===== config.mk =====
export PLATFORM = sky130hd
export DESIGN_NAME = line_guard
export DESIGN_NICKNAME = d
export VERILOG_FILES = /design/src/rtl/lg_pkg.sv /design/src/rtl/lg_ctl_regs.sv /design/src/rtl/lg_line_fsm.sv /design/src/rtl/lg_irq.sv /design/src/rtl/line_guard.sv
export SDC_FILE = /design/constraint.sdc
export NUM_CORES = 1
export LEC_CHECK = 0
export BUFFER_PORTS_ARGS = -buffer_cell sky130_fd_sc_hd__buf_2
export CAP_MARGIN = 30
export CORE_MARGIN = 3
export CORE_UTILIZATION = 50
export DETAILED_ROUTE_END_ITERATION = 10
export PLACE_DENSITY = 0.89
export SLEW_MARGIN = 0
export SYNTH_ARGS = -nofsm -noshare
export SYNTH_HDL_FRONTEND = slang
export SYNTH_SLANG_ARGS = --single-unit

===== constraint.sdc =====
create_clock -name clk -period 2.45 [get_ports clk]
set_clock_uncertainty 0.05 [all_clocks]
set_input_delay 0.1225 -clock clk [delete_from_list [all_inputs] [get_ports clk]]
set_output_delay 0.1225 -clock clk [all_outputs]
set_load 0.005 [all_outputs]

===== src/rtl/lg_pkg.sv =====
package lg_pkg;

    // Per-line control state.
    typedef enum logic [1:0] {
        LN_OFF  = 2'd0,   // enable 0, thermal normal
        LN_ON   = 2'd1,   // enable 1, thermal normal, driving
        LN_TRIP = 2'd2,   // thermal tripped, enable still 1
        LN_HOLD = 2'd3    // thermal tripped, enable 0, waiting for critical to fall
    } line_state_e;

endpackage


===== src/rtl/lg_ctl_regs.sv =====
module lg_ctl_regs #(
    parameter int NUM_LINES = 4
) (
    input  logic                 clk,
    input  logic                 rst,
    input  logic                 en_wr,
    input  logic [NUM_LINES-1:0] en_wdata,
    input  logic                 ie_wr,
    input  logic                 ie_wdata,
    output logic [NUM_LINES-1:0] en_next,
    output logic [NUM_LINES-1:0] en_q,
    output logic                 ie_q
);

    // Value the enable register holds after this edge; the line
    // machines look at it so a write acts at the edge it is taken.
    always_comb begin
        en_next = en_wr ? en_wdata : en_q;
    end

    always_ff @(posedge clk) begin
        if (rst) begin
            en_q <= '0;
            ie_q <= 1'b0;
        end else begin
            en_q <= en_next;
            if (ie_wr) begin
                ie_q <= ie_wdata;
            end
        end
    end

endmodule


===== src/rtl/lg_line_fsm.sv =====
module lg_line_fsm
    import lg_pkg::*;
(
    input  logic clk,
    input  logic rst,
    input  logic en,        // enable bit after this edge
    input  logic ovl,       // live current-overload flag
    input  logic warn,      // warning-tier temperature
    input  logic crit,      // critical-tier temperature
    output logic drv,       // driver switch command
    output logic tor_ok     // thermal status, 1 = normal
);

    line_state_e state_q;
    line_state_e state_d;
    logic        trip;

    // Trip condition as seen from a driving line.
    always_comb begin
        trip = crit | (warn & ovl);
    end

    // State register.
    always_ff @(posedge clk) begin
        if (rst) begin
            state_q <= LN_OFF;
        end else begin
            state_q <= state_d;
        end
    end

    // Next-state logic.
    always_comb begin
        state_d = state_q;
        unique case (state_q)
            LN_OFF: begin
                if (crit) begin
                    state_d = en ? LN_TRIP : LN_HOLD;
                end else if (en) begin
                    state_d = LN_ON;
                end
            end
            LN_ON: begin
                if (trip) begin
                    state_d = en ? LN_TRIP : LN_HOLD;
                end else if (!en) begin
                    state_d = LN_OFF;
                end
            end
            LN_TRIP: begin
                if (!en) begin
                    state_d = crit ? LN_HOLD : LN_OFF;
                end
            end
            LN_HOLD: begin
                if (en) begin
                    state_d = LN_TRIP;
                end else if (!crit) begin
                    state_d = LN_OFF;
                end
            end
            default: state_d = LN_OFF;
        endcase
    end

    // Output decode.
    always_comb begin
        drv    = 1'b0;
        tor_ok = 1'b0;
        unique case (state_q)
            LN_OFF:  tor_ok = 1'b1;
            LN_ON: begin
                drv    = 1'b1;
                tor_ok = 1'b1;
            end
            LN_TRIP: tor_ok = 1'b0;
            LN_HOLD: tor_ok = 1'b0;
            default: tor_ok = 1'b1;
        endcase
    end

endmodule


===== src/rtl/lg_irq.sv =====
module lg_irq #(
    parameter int NUM_LINES = 4
) (
    input  logic [NUM_LINES-1:0] ovl,
    input  logic [NUM_LINES-1:0] drv,
    input  logic                 ie,
    output logic                 irq_n
);

    logic [NUM_LINES-1:0] live;

    // Only lines that are actually switched on may raise the interrupt.
    for (genvar g = 0; g < NUM_LINES; g++) begin : g_gate
        assign live[g] = ovl[g] & drv[g];
    end

    always_comb begin
        irq_n = ~(ie & (|live));
    end

endmodule


===== src/rtl/line_guard.sv =====
module line_guard #(
    parameter int NUM_LINES = 4
) (
    input  logic                 clk,
    input  logic                 rst,
    input  logic                 en_wr,
    input  logic [NUM_LINES-1:0] en_wdata,
    input  logic                 ie_wr,
    input  logic                 ie_wdata,
    input  logic [NUM_LINES-1:0] ovl_flag,
    input  logic                 temp_warn,
    input  logic                 temp_crit,
    output logic [NUM_LINES-1:0] drv_on,
    output logic [NUM_LINES-1:0] sw_state,
    output logic [NUM_LINES-1:0] therm_ok,
    output logic                 hot_flag,
    output logic                 irq_n
);

    logic [NUM_LINES-1:0] en_next;
    logic [NUM_LINES-1:0] en_q;
    logic                 ie_q;

    lg_ctl_regs #(.NUM_LINES(NUM_LINES)) u_regs (
        .clk      (clk),
        .rst      (rst),
        .en_wr    (en_wr),
        .en_wdata (en_wdata),
        .ie_wr    (ie_wr),
        .ie_wdata (ie_wdata),
        .en_next  (en_next),
        .en_q     (en_q),
        .ie_q     (ie_q)
    );

    for (genvar g = 0; g < NUM_LINES; g++) begin : g_line
        lg_line_fsm u_fsm (
            .clk    (clk),
            .rst    (rst),
            .en     (en_next[g]),
            .ovl    (ovl_flag[g]),
            .warn   (temp_warn),
            .crit   (temp_crit),
            .drv    (drv_on[g]),
            .tor_ok (therm_ok[g])
        );
    end

    // Global critical flag follows the detector, one edge late.
    always_ff @(posedge clk) begin
        if (rst) begin
            hot_flag <= 1'b0;
        end else begin
            hot_flag <= temp_crit;
        end
    end

    assign sw_state = drv_on;

    lg_irq #(.NUM_LINES(NUM_LINES)) u_irq (
        .ovl   (ovl_flag),
        .drv   (drv_on),
        .ie    (ie_q),
        .irq_n (irq_n)
    );

endmodule


* Yosys cells after proc, flatten, opt, wreduce, memory -nomap -nowiden
Cells that the tools add are included.
** Operators by class
- Bitwise gates (word level) :: 14
- Shift-type cells :: 0
- Reductions and logical operators :: 17
- Eq/ne operators :: 28
- $add $sub $neg :: 0
- Divide/modulo/power cells :: 0
- Magnitude comparators :: 0
- $mul :: 0
- Multiplexer cells :: 43
** Operator list (count)
- 2-to-1 mux 2 bit :: 26
- case mux 2 bit (4 select lines) :: 4
- != test 3 bit (second input constant) :: 8
- == test 2 bit (second input constant) :: 8
- AND reduction 4 bit :: 4
- OR reduction 2 bit :: 8
- != test 3 x 2 -> 1 bit (second input constant) :: 4
- AND 1 bit :: 9
- == test 2 x 1 -> 1 bit (second input constant) :: 4
- logical NOT 2 bit :: 4
- 2-to-1 mux 1 bit :: 8
- != test 2 bit (second input constant) :: 4
- case mux 1 bit (2 select lines) :: 4
- 2-to-1 mux 4 bit :: 1
- bitwise OR 1 bit :: 4
- OR reduction 4 bit :: 1
- inverter 1 bit :: 1
** Word-level totals
- Input port bits :: 15
- RAM bits :: 0
- Memory bits (read-only) :: 0
- Flip-flop bits (word level) :: 14
- Latch bits :: 0
- Memories :: 0

* Longest topological paths before layout
- Word-level depth :: 6
- Depth in mapped cells :: 4
- Depth with buffers taken out :: 3

* Modules after synthesis
A second synthesis with hierarchy kept.
** Unflattened totals
- Cell total of the unflattened synthesis :: 76
- Area, all modules :: 695.7 um^2
** By module, submodules not included
- lg_line_fsm :: times used 4, cells each 13, sequential area each 40.0 um^2, area each 106.4 um^2
- lg_ctl_regs :: times used 1, cells each 15, sequential area each 100.1 um^2, area each 183.9 um^2
- line_guard :: times used 1, cells each 6, sequential area each 20.0 um^2, area each 63.8 um^2
- lg_irq :: times used 1, cells each 3, sequential area each 0.0 um^2, area each 22.5 um^2

* Worst setup path before layout
Ideal clock, no wire load.
- Kind :: register to register
- Start :: register g_line[3].u_fsm.state_q[0]
- End :: register g_line[3].u_fsm.state_q[0]
- Arrival time :: 893 ps
- Slack :: 1385 ps
- Path buffers :: 0
- Cell stages (with the launch flop) :: 4
- Clock period less this slack :: 1065 ps
- Setup time :: 122 ps
- Cell sequence :: dfxtp_1 nand3_1 nor2b_1 a221o_1
** On the way
- Longest elaborated chain between the ends :: 3
- Elaborated cells between the ends (all ways) :: 10
- Classes of those cells :: eq/ne (7); mux (1); reduce/logical (2)
** Ends and longest elaborated chain
- start, declared :: line lg_line_fsm.sv:14 : line_state_e state_q;
- start signal, assigned :: line lg_line_fsm.sv:28 : state_q <= state_d;
- == test 2 x 1 -> 1 bit (tied with other cells) :: line lg_line_fsm.sv:35 : unique case (state_q)
- != test 3 x 2 -> 1 bit (no line) (tied with other cells)
- AND reduction 4 bit (no line)
Several ways; a longest one is shown, not always the timed one.
A chain may end at the register's enable or synchronous reset.

* Worst setup path after layout
- Start :: register g_line[2].u_fsm.state_q[1]
- End :: output irq_n
** On the way
- Longest elaborated chain between the ends :: 6
** Ends and longest elaborated chain
- start, declared :: line lg_line_fsm.sv:14
- start signal, assigned :: line lg_line_fsm.sv:28
- == test 2 x 1 -> 1 bit :: line lg_line_fsm.sv:70 : unique case (state_q)
- 2-to-1 mux 1 bit :: line lg_line_fsm.sv:70
- AND 1 bit :: line lg_irq.sv:14 : assign live[g] = ovl[g] & drv[g];
- OR reduction 4 bit :: line lg_irq.sv:18 : irq_n = ~(ie & (|live));
- AND 1 bit :: line lg_irq.sv:18
- inverter 1 bit :: line lg_irq.sv:18
- end, declared :: line line_guard.sv:17 : output logic irq_n
Every way passes these cells.

==> results_dict.tcl <==
set metrics [dict create \
    status "finished, final reports clean" \
    rsz0062_at_grt "false" \
    fillers 145 \
    tightest_slew_ps 412.8 \
    grt_pass1_vias 603 \
    yosysWarnings 0 \
    yosys.area.top_type_share 0.3124 \
    synth_top_area_cell "dfxtp_1" \
    register_area_um2 280.3 \
    cts_tree "yes" \
    synth_seq_cells 14 \
    dieArea_um2 2339 \
    wl_per_cell_um 12.99 \
    synth_seq_area_share 0.3124 \
    final_core_util 0.6099 \
    yosys-top-cells-area "dfxtp_1, buf_4, nor4b_4" \
    synthesis.nets 98 \
    fin_hold_ws_ps 39.04 \
    cts_made_buffers 3 \
    gp_congestion 0.7335 \
    clkLatencyLatePin_ps 280 \
    relSlewSlack 0.7248 \
    area_growth_syn_to_layout_pct 8.368 \
    route.detailed.drc 0 \
    core_um2 1594 \
    report.final.slew_viol_count 0 \
    cts_max_level 1 \
    diodes 0 \
    cts_hold_buf 0 \
    multi_input_area_um2 470.5 \
    antenna_found_initial 0 \
    max_freq_mhz 736.7 \
    final_nets 115 \
    port_buffers 28 \
    die_height_um 48.36 \
    clk_pin_slew_ps 80 \
    initial_core_util 0.5628 \
    power.density_nw_per_um2 547.5 \
    grt_usage 0.1420 \
    grt_pass1_wl_mm 2.615 \
    min_period_over_period 0.5540 \
    netlist_area_um2 897.1 \
    drive_gt1_frac 0.4444 \
    final_cell_mix "buf_2, dfxtp_1, nor2b_1" \
    final_area_um2 972.2 \
    holdCritPathClass "input port to flop" \
    drt_iter0_drc 8 \
    final.setup.tns_ps 0 \
    post_cts_buffers 0 \
    max_cap_violations 0 \
    path_max_fanout 5 \
    power_uw 532.3 \
    endpoint_kind "primary output" \
    die_x_um 48.36 \
    reg2regPathDepth 3 \
    finalSetupViolCount 0 \
    num_io_pins 29 \
    synth.distinct_cells 16 \
    grt_max_degree 19 \
    peakVddDrop_mv 0.5284 \
    post_dp_cell_area_um2 935.9 \
    final_common_cell "buf_2" \
    rows 14 \
    viasPerCell 5.163 \
    hold_viol 0 \
    routed_wl_mm 1.598 \
    syn_avg_cell_area_um2 10.81 \
    clk_root_buffer_cell "clkbuf_4" \
    leakage_nw 0.4306 \
    start_kind "flop" \
    ant_nets 0 \
    place.detailed.hpwl_mm 1.273 \
    worstPathRequired_ps 2280 \
    grt_overflow 0 \
    cts_resized 0 \
    hold_depth 3 \
    vias 635 \
    cts_max_path_buffers 2 \
    synth_cells 83 \
    crit_arrival_ps 1180 \
    fin_crit_ps 1357 \
    clock_sinks 14 \
    path_class "flop to primary output" \
    firstDrtPassIters 4 \
]
sequential cells by signal (all words and copies together), names as in the netlist:
name,cells
u_regs.ie_q,1
hot_flag,1
g_line.u_fsm.state_q,8
u_regs.en_q,4
path summary, 6_finish.rpt:
check	start	to	slack [ps]
worst max-delay path	g_line[2].u_fsm.state_q[1]$_SDFFE_PP0P_	irq_n	1090
worst min-delay path	ie_wdata	u_regs.ie_q$_SDFFE_PP0P_	40
worst max register to register	g_line[3].u_fsm.state_q[0]$_SDFFE_PP0P_	g_line[3].u_fsm.state_q[0]$_SDFFE_PP0P_	1300
worst min register to register	u_regs.ie_q$_SDFFE_PP0P_	u_regs.ie_q$_SDFFE_PP0P_	460
routing by layer:
layer / share of wire / up-vias / GRT usage
met2: 0.50 / 27 / 0.2500
li1: - / 308 / -
met1: 0.40 / 298 / 0.1651
met4: 0.0056 / 0 / 0.01422
met5: 0 / - / 0
met3: 0.084 / 2 / 0.06135
metrics by stage:
step                      cells  worst slack (ps)
after global placement      119              1239
after CTS                   123              1081
final                       123              1093
after floorplan              83              1385
after detailed placement    119              1198
after global routing        123             975.7
power breakdown:
group / total (mW) / leakage [nW] / switching (mW) / internal [mW]
Sequential: 0.260 / 0.116 / 0.0159 / 0.244
Clock: 0.163 / 0.0210 / 0.0728 / 0.0904
Combinational: 0.109 / 0.293 / 0.0507 / 0.0584
cell type report:
cell class	count	area share
sequential	14	0.2883
inverter	4	0.01544
clock buffer	4	0.03732
multi-input combinational	49	0.4839
timing repair buffer	28	0.1441
tap	24	0.03089
synthesized netlist by cell type (all sizes together):
library cell	n
a221o	4
buf	16
dfxtp	14
inv	4
mux2i	9
nand2	1
nand3	4
nand3b	4
nand4	1
nor2	5
nor2b	9
nor3	4
nor4b	4
o21ba	4
worst max-delay path, stage by stage, from the launching register on:
cell	delay (ps)
dfxtp_1	450
nand3b_1	160
nand4_1	110
nand2_1	80
buf_2	100
cells by family after synthesis:
| logic type | count (synthesis) | share of synthesized area |
|---|---|---|
| buffers and inverters | 20 | 0.1632 |
| AOI/OAI and AO/OA | 8 | 0.08926 |
| and+or+nand+nor | 32 | 0.2789 |
| DFF | 14 | 0.3124 |
| muxes | 9 | 0.1562 |
(Power assumes the default switching activity.)
